==> src/rtl/ddc_pkg.sv <==
// Package: ddc_pkg
// Shared widths, the mixed-value type and the block-length decode for the
// down-converter. Assumes a 24-bit phase and 24-bit I/Q results.
package ddc_pkg;
    localparam int PHASE_W   = 24;
    localparam int IQ_W      = 24;
    localparam int MAX_DEC_N = 16;
    localparam int NUM_LANES = 4;

    typedef logic signed [IQ_W-1:0] iq_t;

    // Number of samples averaged for a block-length code.
    function automatic int dec_len(input logic [1:0] code);
        return 2 << code;
    endfunction
endpackage

==> src/rtl/ddc_nco.sv <==
// Module: ddc_nco
// Shared oscillator. It keeps a 24-bit phase, steps it on each accepted
// sample and reloads it on sync. It looks up cosine and sine in a
// quarter-wave table built at elaboration. The table values are registered
// for the accepted sample, one cycle after acceptance.
// Assumes LUT_AW + 2 <= PHASE_W and TRIG_W <= 31.
module ddc_nco import ddc_pkg::*; #(
    parameter int LUT_AW = 8,
    parameter int TRIG_W = 16
) (
    input  logic                     clk,
    input  logic                     rst_n,
    input  logic                     smp_valid,
    input  logic                     sync_pulse,
    input  logic [PHASE_W-1:0]       freq_word,
    input  logic [PHASE_W-1:0]       phase_init,
    output logic signed [TRIG_W-1:0] cos_q,
    output logic signed [TRIG_W-1:0] sin_q
);
    localparam int QN  = 1 << LUT_AW;
    localparam int AMP = (1 << (TRIG_W - 1)) - 1;

    // Quarter-wave entry k: sine at (k + 0.5) steps of a quarter turn / QN.
    function automatic int quarter_val(input int k);
        real ang;
        real r;
        ang = 6.283185307179586 * (real'(k) + 0.5) / real'(4 * QN);
        r   = real'(AMP) * $sin(ang);
        return $rtoi(r + 0.5);
    endfunction

    logic [TRIG_W-1:0] qtab [QN];

    for (genvar k = 0; k < QN; k++) begin : g_qtab
        localparam int VAL = quarter_val(k);
        assign qtab[k] = TRIG_W'(VAL);
    end

    logic [PHASE_W-1:0] phase_q;
    logic [PHASE_W-1:0] ph_cur;
    logic [1:0]         quad;
    logic [LUT_AW-1:0]  idx;
    logic [LUT_AW-1:0]  ridx;
    logic signed [TRIG_W-1:0] t_fwd, t_rev, cos_c, sin_c;

    assign ph_cur = sync_pulse ? phase_init : phase_q;
    assign quad   = ph_cur[PHASE_W-1 -: 2];
    assign idx    = ph_cur[PHASE_W-3 -: LUT_AW];
    assign ridx   = ~idx;

    // Phase register: reload on sync, step on each accepted sample.
    always_ff @(posedge clk) begin
        if (!rst_n) begin
            phase_q <= '0;
        end else if (sync_pulse || smp_valid) begin
            phase_q <= ph_cur + (smp_valid ? freq_word : '0);
        end
    end

    // Fold the quarter table into four quadrants for cosine and sine.
    always_comb begin
        t_fwd = signed'(qtab[idx]);
        t_rev = signed'(qtab[ridx]);
        unique case (quad)
            2'd0:    begin sin_c = t_fwd;  cos_c = t_rev;  end
            2'd1:    begin sin_c = t_rev;  cos_c = -t_fwd; end
            2'd2:    begin sin_c = -t_fwd; cos_c = -t_rev; end
            default: begin sin_c = -t_rev; cos_c = t_fwd;  end
        endcase
    end

    // Register the tone values for the sample accepted this cycle.
    always_ff @(posedge clk) begin
        if (!rst_n) begin
            cos_q <= '0;
            sin_q <= '0;
        end else if (smp_valid) begin
            cos_q <= cos_c;
            sin_q <= sin_c;
        end
    end

    // The phase is frozen when there is neither a sample nor a sync.
    assert_phase_hold_R1: assert property (@(posedge clk) disable iff (!rst_n)
        (!smp_valid && !sync_pulse) |=> $stable(phase_q));

    // A sync without a sample leaves exactly the initial phase.
    assert_sync_load_R3: assert property (@(posedge clk) disable iff (!rst_n)
        (sync_pulse && !smp_valid) |=> (phase_q == $past(phase_init)));
endmodule

==> src/rtl/ddc_mixer.sv <==
// Module: ddc_mixer
// Real-by-complex multiplier for one channel. It multiplies the sample by
// cosine (I) and by sine (Q). Each product is rounded half up, shifted by
// MIX_SHIFT and saturated to IQ_W bits. The result is registered once.
// Assumes MIX_SHIFT >= 1 and SMP_W + TRIG_W + 1 >= IQ_W.
module ddc_mixer import ddc_pkg::*; #(
    parameter int SMP_W     = 16,
    parameter int TRIG_W    = 16,
    parameter int MIX_SHIFT = 7
) (
    input  logic                     clk,
    input  logic                     rst_n,
    input  logic                     en,
    input  logic signed [SMP_W-1:0]  smp,
    input  logic signed [TRIG_W-1:0] cos_v,
    input  logic signed [TRIG_W-1:0] sin_v,
    output iq_t                      i_o,
    output iq_t                      q_o
);
    localparam int PROD_W = SMP_W + TRIG_W;
    localparam int EXT_W  = PROD_W + 1;
    localparam logic signed [EXT_W-1:0] RND    = EXT_W'(1) << (MIX_SHIFT - 1);
    localparam logic signed [EXT_W-1:0] SAT_HI = EXT_W'((64'sd1 <<< (IQ_W - 1)) - 64'sd1);
    localparam logic signed [EXT_W-1:0] SAT_LO = -SAT_HI - EXT_W'(1);

    // Round half up, scale down and clamp one product.
    function automatic iq_t round_sat(input logic signed [PROD_W-1:0] p);
        logic signed [EXT_W-1:0] r;
        r = (EXT_W'(p) + RND) >>> MIX_SHIFT;
        if (r > SAT_HI) begin
            return SAT_HI[IQ_W-1:0];
        end else if (r < SAT_LO) begin
            return SAT_LO[IQ_W-1:0];
        end
        return r[IQ_W-1:0];
    endfunction

    logic signed [PROD_W-1:0] p_i, p_q;

    assign p_i = smp * cos_v;
    assign p_q = smp * sin_v;

    // Register the scaled I and Q products for each accepted sample.
    always_ff @(posedge clk) begin
        if (!rst_n) begin
            i_o <= '0;
            q_o <= '0;
        end else if (en) begin
            i_o <= round_sat(p_i);
            q_o <= round_sat(p_q);
        end
    end
endmodule

==> src/rtl/ddc_boxcar.sv <==
// Module: ddc_boxcar
// Block averager shared by all I/Q lanes. It sums N mixed values per lane
// and divides by N with an arithmetic shift. It then presents the result
// with a one-cycle valid. The block length is taken when a block starts.
// A sync clears the count and the sums; a value that arrives with the sync
// opens the next block. Assumes lanes arrive together with one valid.
module ddc_boxcar import ddc_pkg::*; #(
    parameter int LANES = NUM_LANES
) (
    input  logic       clk,
    input  logic       rst_n,
    input  logic       v_in,
    input  logic       s_in,
    input  logic [1:0] dec_code,
    input  iq_t        lane_in  [LANES],
    output iq_t        lane_out [LANES],
    output logic       v_out
);
    localparam int CNT_W = $clog2(MAX_DEC_N);
    localparam int ACC_W = IQ_W + CNT_W;

    logic [CNT_W-1:0] cnt_q;
    logic [1:0]       code_q;
    logic [1:0]       code_eff;
    logic             blk_last;

    assign code_eff = (cnt_q == '0) ? dec_code : code_q;
    assign blk_last = v_in && !s_in && (cnt_q == CNT_W'(dec_len(code_eff) - 1));

    // Block position and the length code held for the running block.
    always_ff @(posedge clk) begin
        if (!rst_n) begin
            cnt_q  <= '0;
            code_q <= '0;
        end else if (s_in) begin
            cnt_q <= v_in ? CNT_W'(1) : '0;
            if (v_in) begin
                code_q <= dec_code;
            end
        end else if (v_in) begin
            cnt_q <= blk_last ? '0 : cnt_q + CNT_W'(1);
            if (cnt_q == '0) begin
                code_q <= dec_code;
            end
        end
    end

    // One strobe per completed block.
    always_ff @(posedge clk) begin
        if (!rst_n) begin
            v_out <= 1'b0;
        end else begin
            v_out <= blk_last;
        end
    end

    for (genvar l = 0; l < LANES; l++) begin : g_lane
        logic signed [ACC_W-1:0] acc_q;
        logic signed [ACC_W-1:0] sum_c;

        assign sum_c = acc_q + ACC_W'(lane_in[l]);

        // Running sum for this lane; cleared on sync and at block end.
        always_ff @(posedge clk) begin
            if (!rst_n) begin
                acc_q <= '0;
            end else if (s_in) begin
                acc_q <= v_in ? ACC_W'(lane_in[l]) : '0;
            end else if (v_in) begin
                acc_q <= blk_last ? '0 : sum_c;
            end
        end

        // Latch the block average at the block end.
        always_ff @(posedge clk) begin
            if (!rst_n) begin
                lane_out[l] <= '0;
            end else if (blk_last) begin
                lane_out[l] <= IQ_W'(sum_c >>> (3'(code_eff) + 3'd1));
            end
        end

        // Outputs change only together with the strobe.
        assert_hold_out_R11: assert property (@(posedge clk) disable iff (!rst_n)
            !v_out |-> $stable(lane_out[l]));
    end

    // A block is at least two samples long, so strobes never touch.
    assert_single_strobe_R7: assert property (@(posedge clk) disable iff (!rst_n)
        v_out |=> !v_out);

    // The count stays below the length of the running block.
    assert_cnt_bound_R7: assert property (@(posedge clk) disable iff (!rst_n)
        (cnt_q != '0) |-> (int'(cnt_q) < dec_len(code_q)));

    // A sync restarts the count at zero, or at one with a coincident value.
    assert_sync_clear_R9: assert property (@(posedge clk) disable iff (!rst_n)
        s_in |=> (cnt_q == ($past(v_in) ? CNT_W'(1) : CNT_W'(0))));
endmodule

==> src/rtl/ddc_dual_top.sv <==
// Module: ddc_dual_top
// Two-channel down-converter. One oscillator feeds one mixer per channel,
// and a shared averager follows. Pipeline: the tone and sample registers,
// then the product registers, then the averaged outputs, three edges in all.
// Assumes smp_a and smp_b are sampled together under smp_valid.
module ddc_dual_top import ddc_pkg::*; #(
    parameter int SMP_W     = 16,
    parameter int TRIG_W    = 16,
    parameter int LUT_AW    = 8,
    parameter int MIX_SHIFT = 7
) (
    input  logic                    clk,
    input  logic                    rst_n,
    input  logic                    smp_valid,
    input  logic signed [SMP_W-1:0] smp_a,
    input  logic signed [SMP_W-1:0] smp_b,
    input  logic                    sync_pulse,
    input  logic [PHASE_W-1:0]      freq_word,
    input  logic [PHASE_W-1:0]      phase_init,
    input  logic [1:0]              dec_code,
    output logic [2*IQ_W-1:0]       iq_a,
    output logic [2*IQ_W-1:0]       iq_b,
    output logic                    iq_valid
);
    localparam int NCH = 2;

    logic signed [SMP_W-1:0]  smp_in [NCH];
    logic signed [SMP_W-1:0]  smp_q  [NCH];
    logic signed [TRIG_W-1:0] cos_q, sin_q;
    logic v1_q, s1_q, v2_q, s2_q;
    iq_t  mix_i [NCH];
    iq_t  mix_q [NCH];
    iq_t  lane_in  [NUM_LANES];
    iq_t  lane_out [NUM_LANES];

    assign smp_in[0] = smp_a;
    assign smp_in[1] = smp_b;

    ddc_nco #(.LUT_AW(LUT_AW), .TRIG_W(TRIG_W)) nco_i (
        .clk        (clk),
        .rst_n      (rst_n),
        .smp_valid  (smp_valid),
        .sync_pulse (sync_pulse),
        .freq_word  (freq_word),
        .phase_init (phase_init),
        .cos_q      (cos_q),
        .sin_q      (sin_q)
    );

    // First stage flags that travel with the registered tone values.
    always_ff @(posedge clk) begin
        if (!rst_n) begin
            v1_q <= 1'b0;
            s1_q <= 1'b0;
        end else begin
            v1_q <= smp_valid;
            s1_q <= sync_pulse;
        end
    end

    // Second stage flags that travel with the products.
    always_ff @(posedge clk) begin
        if (!rst_n) begin
            v2_q <= 1'b0;
            s2_q <= 1'b0;
        end else begin
            v2_q <= v1_q;
            s2_q <= s1_q;
        end
    end

    for (genvar c = 0; c < NCH; c++) begin : g_ch
        // Capture this channel's sample beside the tone lookup.
        always_ff @(posedge clk) begin
            if (!rst_n) begin
                smp_q[c] <= '0;
            end else if (smp_valid) begin
                smp_q[c] <= smp_in[c];
            end
        end

        ddc_mixer #(.SMP_W(SMP_W), .TRIG_W(TRIG_W), .MIX_SHIFT(MIX_SHIFT)) mix_i_u (
            .clk   (clk),
            .rst_n (rst_n),
            .en    (v1_q),
            .smp   (smp_q[c]),
            .cos_v (cos_q),
            .sin_v (sin_q),
            .i_o   (mix_i[c]),
            .q_o   (mix_q[c])
        );

        assign lane_in[2*c]     = mix_i[c];
        assign lane_in[2*c + 1] = mix_q[c];
    end

    ddc_boxcar #(.LANES(NUM_LANES)) avg_i (
        .clk      (clk),
        .rst_n    (rst_n),
        .v_in     (v2_q),
        .s_in     (s2_q),
        .dec_code (dec_code),
        .lane_in  (lane_in),
        .lane_out (lane_out),
        .v_out    (iq_valid)
    );

    assign iq_a = {lane_out[0], lane_out[1]};
    assign iq_b = {lane_out[2], lane_out[3]};

    // Every strobe is led by a sample accepted exactly three edges before.
    assert_latency_R8: assert property (@(posedge clk) disable iff (!rst_n)
        iq_valid |-> $past(smp_valid, 3));
endmodule

==> config.mk <==
export PLATFORM = sky130hd
export DESIGN_NAME = ddc_dual_top
export DESIGN_NICKNAME = d
export VERILOG_FILES = /design/src/rtl/ddc_pkg.sv /design/src/rtl/ddc_nco.sv /design/src/rtl/ddc_mixer.sv /design/src/rtl/ddc_boxcar.sv /design/src/rtl/ddc_dual_top.sv
export SDC_FILE = /design/constraint.sdc
export NUM_CORES = 2
export LEC_CHECK = 0
export BUFFER_PORTS_ARGS = -buffer_cell sky130_fd_sc_hd__buf_2
export CORE_MARGIN = 3
export CORE_UTILIZATION = 50
export CTS_CLUSTER_DIAMETER = 120
export DETAILED_ROUTE_END_ITERATION = 12
export GPL_TIMING_DRIVEN = 0
export PLACE_DENSITY = 0.66
export SYNTH_ARGS = -nofsm -noshare
export SYNTH_HDL_FRONTEND = slang
export SYNTH_SLANG_ARGS = --single-unit
==> constraint.sdc <==
create_clock -name clk -period 7.9 [get_ports clk]
set_input_delay 1.58 -clock clk [delete_from_list [all_inputs] [get_ports clk]]
set_output_delay 1.58 -clock clk [all_outputs]
set_load 0.01 [all_outputs]
# == After elaboration in Yosys (flattened, before gate mapping) ==
# Memory sizes are Yosys's and may differ from the RTL's.
# Index checks and enable logic that the tools add are counted.
# op_classes
n_eq_ne,3
multipliers,4
shifts,5
reduce_logical,7
magnitude_cmp,10
n_bitwise,5
n_mux,66
n_addsub,14
# op_table
operator,n
$mux W28,16
$mux W24,14
$add A32 B8 Y33 const B,4
$mul A16 B16 Y32,4
$add A28 B24 Y28,4
$sshr A28 B3 Y24,4
$gt A26 B24 Y1 const B,4
$lt A26 B24 Y1 const B,4
$mux W16,6
$pmux W16 S3,2
$neg A16 Y16,2
$add A24 B24 Y24,1
$mux W1,21
$ge A9 B9 Y1 const B,2
$not A8 Y9,2
$mux W4,3
$mux W2,4
$not A8 Y8,1
$add A4 B1 Y4 const B,1
$eq A4 B4 Y1,1
$logic_not A4 Y1,1
$shl A2 B2 Y4 const A,1
$sub A4 B2 Y4 const B,1
$add A2 B1 Y3 const B,1
8 further kinds,10
# word_totals
output_inout_bits,97
regBits,371
wordCells,139
inputBits,86
memories,3
mem_bits_rw,32
romBits,8192
# memory_table
name,words,width,read_ports,rd_clocked_by_memory_dff,wr,line_no,text
(no name shown),256,16,1,0,0,ddc_nco.sv:62,t_fwd = signed'(qtab[idx]);
(no name shown),256,16,1,0,0,ddc_nco.sv:63,t_rev = signed'(qtab[ridx]);
smp_q,2,16,2,0,2,ddc_dual_top.sv:28,logic signed [SMP_W-1:0] smp_q [NCH];

# == Depth between registers and ports, before layout ==
# depth
word_depth,9
depth_mapped,29

# == Cells and area by module ==
# From an unflattened synthesis, not the netlist that was laid out.
# unflattened
hier_cells,9246
hier_area_um2,76384.5
# modules_own_cells
module,cells_per_inst,area_each_um2,seq_area_each_um2,n_inst
ddc_mixer (g_ch[0].mix_i_u),2447,22143.7,960.9,1
ddc_mixer (g_ch[1].mix_i_u),2411,21753.4,960.9,1
ddc_boxcar,2273,17525.6,4304.1,1
ddc_nco,2036,13628.1,1121.1,1
ddc_dual_top,79,1333.8,1041.0,1

# == Worst setup path before layout ==
# No wires, ideal clock.
# synth_timing
kind,register to register
from,memory smp_q[0][15]
to,register g_ch[0].mix_i_u.q_o[16]
slack_ns,1.009
synth_period_minus_slack_ns,6.891
required_time_ns,7.778
t_arrival_ns,6.769
path_stages_with_launch,25
path_buffers,2
path_cell_list,edfxtp_1 > clkbuf_1 > nand2_1 > inv_1 > fa_1 > inv_1 > fa_1 > inv_1 > fa_1 > fa_1 > fa_1 > inv_1 > fa_1 > inv_1 > ha_1 > o211ai_1 > o21ai_0 > a22oi_1 > and3_1 > o41ai_2 > xor2_1 > a21oi_1 > nor2_1 > buf_2 > a221o_1
# synth_rtl
element,line_no,text
start: declaration,ddc_dual_top.sv:28,
end signal: assignment,ddc_mixer.sv:50,q_o <= round_sat(p_q);
end: declaration,ddc_mixer.sv:18,output iq_t q_o

# == Worst setup path after layout ==
# layout_timing
from,input port phase_init[16]
to,register nco_i.cos_q[12]
# layout_between
elab_chain_cells,8
word_cells_on_any_way,13
cone_classes,2 x add/sub; 6 x mux; 3 x bitwise; 2 x memory
# layout_lines
element,line_no,text
start: declaration,ddc_dual_top.sv:19,"input logic [PHASE_W-1:0] phase_init,"
$mux W24 *,ddc_nco.sv:46,assign ph_cur = sync_pulse ? phase_init : phase_q;
$not A8 Y8,ddc_nco.sv:49,assign ridx = ~idx;
$not A8 Y9 (implied by the code),ddc_nco.sv:63,
$mem_v2 Z256 W16,n/a,
$mux W16 (implied by the code) (2 in a row),ddc_nco.sv:63,
$neg A16 Y16,ddc_nco.sv:67,2'd2: begin sin_c = -t_fwd; cos_c = -t_rev; end
$pmux W16 S3 *,ddc_nco.sv:64,unique case (quad)
end signal: assignment,ddc_nco.sv:78,cos_q <= cos_c;
end: declaration,ddc_nco.sv:17,"output logic signed [TRIG_W-1:0] cos_q,"
# Every way passes the cells marked *; elsewhere a longest branch is shown, timed or not. The select of a mux whose other input is x is not followed.
# A chain may end at the register's enable or synchronous reset.

==> summary.md <==
| Metric | Value |
|---|---|
| Initial antenna violation count | 42 |
| Hold Crit Class | reg -> reg |
| Peak VDD IR | ~0.65 mV |
| Layout area overhead | 8.58% |
| Async set or reset register ratio after synthesis | 0 |
| Simple-gate portion of the synthesized area | 0.166 |
| Post-DRT Antenna Nets | 0 |
| Worst-Margin Slew | 1700 ps |
| CP Capture Type | register |
| GRT Overall Usage | 0.487 |
| Area after DPL | ~76000 µm² |
| Tot Pwr | about 30 mW |
| Final hold vios | 0 |
| CTS tree | built |
| Final WL | 372000 µm |
| Avg Cell Area, Syn | 8.35 µm² |
| Starting Density | 0.505 |
| Ratio of final minimum period to clock period | 1.05 |
| WL/cell | 34.0 µm |
| Std-Cell Core Area | 144000 µm² |
| Status | finished with violations |
| Static Leak | 37.8 nW |
| Fin. max-slew vios | 40 |
| Post-route cell area | 78900 µm² |
| Worst path slowest cell | clkdlybuf4s15_1 |
| Most common cell after layout, fill and taps aside | inv_1 |
| Failing checks | max-capacitance violations, max-slew violations, negative setup slack |
| Crit path cell chain | clkbuf_2, mux2_4, inv_2, buf_6, buf_2, clkbuf_4, ha_1, clkdlybuf4s15_1, inv_1, a211oi_1, o2bb2ai_1, a21oi_1, a21oi_1, a32oi_2, nand2_1, nor3_2, a41oi_1, xnor2_1, o22ai_1, a21o_1 |
| Xor/xnor cell area share of the yosys netlist | 0.0341 |
| Mux share of post-synthesis cell area | 0.0269 |
| CP dominant cell by count | a21oi_1 |
| Clk root buf | clkbuf_16 |
| Row count | 139 |
| Num ports | 183 |
| Via density | 6.65 |
| Clk Latency, worst-skew pair | 650 ps |
| RD Place Congestion | 1.15 |
| CP peak stage delay | roughly 930 ps |
| Die footprint | ~150000 µm² |
| Post-synth cell types | 111 |
| Crit path max-delay family | buffers and inverters |
| Cts bufs inserted | 44 |
| Placed cells | 10800 |
| Initial DRC count | approximately 10000 |
| Pwr dens | around 370 nW/µm² |
| Routed vias | between 70000 and 80000 |
| # setup viols final | 19 |
| Syn_nets | 10400 |
| Grt ovf | 0 |
| Final nets | 10600 |
| Worst path arrival time | 8820 ps |
| Pin count of the biggest net entering global routing | 26 |
| Clk sinks | slightly above 400 |
| DRT Pass-1 Iters | 10 |
| Top-area cell type share of the netlist area | 0.296 |
| Max Freq | 120 MHz |
| Dominant cell type by area after synthesis | fa_1 |
| Clock slew at reported path FFs | 70 ps |
| Area of the mapped netlist | 72700 µm² |
| Vias in the first global route | 72000 |
| Post-synth EDFFs | 32 |
| Synth area leaders | fa_1, dfxtp_1, ha_1, inv_1, and2_1 |
| Syn. warnings | 0 |
| Clock Skews | 60.5 ps |
| CTS H-Tree Depth | 2 |
| CP startpoint kind | input pin |
| #FFs+latches synth | 403 |
| Slew HR | -0.136 |
| Seq/Total Area, Yosys | 0.115 |
| Die Span X | about 390 µm |
| Non-filler cells, final | 11000 |
| Most frequent cells in the layout | inv_1, fa_1, nand2_1 |
| Post-Synth Adder-Cell Area | 0.380 |
| CP Class | in -> reg |
| Total of max-cap violations | 5 |
| CTS max path bufs | 3 |
| CP max FO | 25 |
| Largest family of logic cells by synthesized area | adder cells |
| Share of cells above drive strength 1 | 0.0894 |
| HPWL Detailed | 298000 µm |
| Min Tclk post-route | between 8000 and 9000 ps |
| Post-route DRC | 0 |
| Mapped Cells | roughly 8700 |
| WP data required | around 8400 ps |
| Buffers on Ports | 175 |
| Die H | 387 µm |
| Final worst-path setup slack | -423 ps |
| Main flop type after synthesis | dfxtp_1 |
| CP bufs+invs | 7 |
| Post-synthesis compound-gate area fraction | 0.181 |
| First-pass GRT wire length | between 500000 and 600000 µm |
-- cell type report --
class | count | area (µm²)
Sequential cell | 403 | 8400
Buffer | 570 | 2730
Multi-Input combinational cell | 6515 | 57700
Timing Repair Buffer | 235 | 1430
Clock inverter | 23 | 360
Clock buffer | 56 | 1230
Fill cell | 13300 | 65100
Inverter | 1218 | 4600
Antenna cell | 27 | 67.6
Tap cell | 1903 | 2380
-- stage by stage --
stage	worst slack [ps]	hold slack, ps	util	setup TNS [ps]
floorplan	1010	412	-	0
global placement	-2680	416	0.527	-178960
detailed placement	-2180	427	0.529	-164270
CTS	8.97	441	0.544	0
global route	-25.7	450	0.548	-94.0
finish	-423	439	0.548	-3070
-- synth_stat cells (59+ instances only) --
cell / n
and2_1: 539
fa_1: 1076
a21o_1: 101
xnor2_1: 182
o21ai_0: 431
a211oi_1: 109
inv_1: 1208
dfxtp_1: 371
ha_1: 487
nand2_1: 846
buf_2: 78
nor2_1: 635
a21oi_1: 495
clkbuf_1: 424
a31oi_1: 69
xor2_1: 101
a222oi_1: 77
nor3_1: 82
and3_1: 68
nand3_1: 92
mux2i_1: 138
o211ai_1: 95
a221oi_1: 62
nand2b_1: 59
-- metal layers --
metal	up-vias	global-route usage	wire (µm)
met5	-	0.00478	138
met4	20	0.340	33900
met3	1538	0.195	55800
met2	5906	0.675	146000
met1	35800	0.615	136000
li1	29600	-	-
-- path summary, 6_finish.rpt --
kind / startpoint / to / slack [ps] / cells after the start
worst max-delay path: phase_init[16] / nco_i.cos_q[12] / -420 / 20
worst min-delay path: s1_q / s2_q / 440 / 1
worst max register to register: nco_i.cos_q[2] / g_ch[1].mix_i_u.i_o[7] / 40 / 22
worst min register to register: s1_q / s2_q / 440 / 1
-- timing repair --
| item | 4_1_cts | 5_1_grt |
|---|---|---|
| endpoints found under the hold margin | 0 | 0 |
| setup endpoints to repair | 127 | 121 |
| hold buffers | 0 | 0 |
| buffers inserted | 19 | 23 |
| pin swaps | 6 | 6 |
| resized for setup | 167 | 235 |
-- power by group --
part	internal, mW	total (mW)	switching [mW]
Sequential	2.37	2.87	0.499
Clock	1.32	2.33	1.02
Combinational	7.59	24.1	16.5
Total	11.3	29.3	18.1
-- flip-flops by register name, summed over array words and instances, names as in the netlist, 2 cells and up --
register / flops
nco_i.phase_q: 24
avg_i.lane_out: 96
g_ch.mix_i_u.q_o: 48
g_ch.mix_i_u.i_o: 48
nco_i.sin_q: 16
avg_i.cnt_q: 4
avg_i.code_q: 2
smp_q: 32
nco_i.cos_q: 16
avg_i.g_lane.acc_q: 112
-- cells by family after synthesis --
| group | count (synthesis) |
|---|---|
| multiplexers | 182 |
| flip-flops | 403 |
| buffers and inverters | 1791 |
| AO/OA/AOI/OAI | 1960 |
| AND/OR/NAND/NOR | 2527 |
| adder cells (fa/ha/maj) | 1563 |
| XOR/XNOR | 283 |
-- worst register-to-register path, delay by kind of cell, from the launching register on --
kind	cells	cell delay [ps]
adders and majority gates	7	2970
xor gates and xnor gates	1	180
AOI/OAI and AO/OA	9	2810
DFF	1	560
and+or+nand+nor	2	550
buffers and inverters	3	760
(Power assumes the default switching activity.)
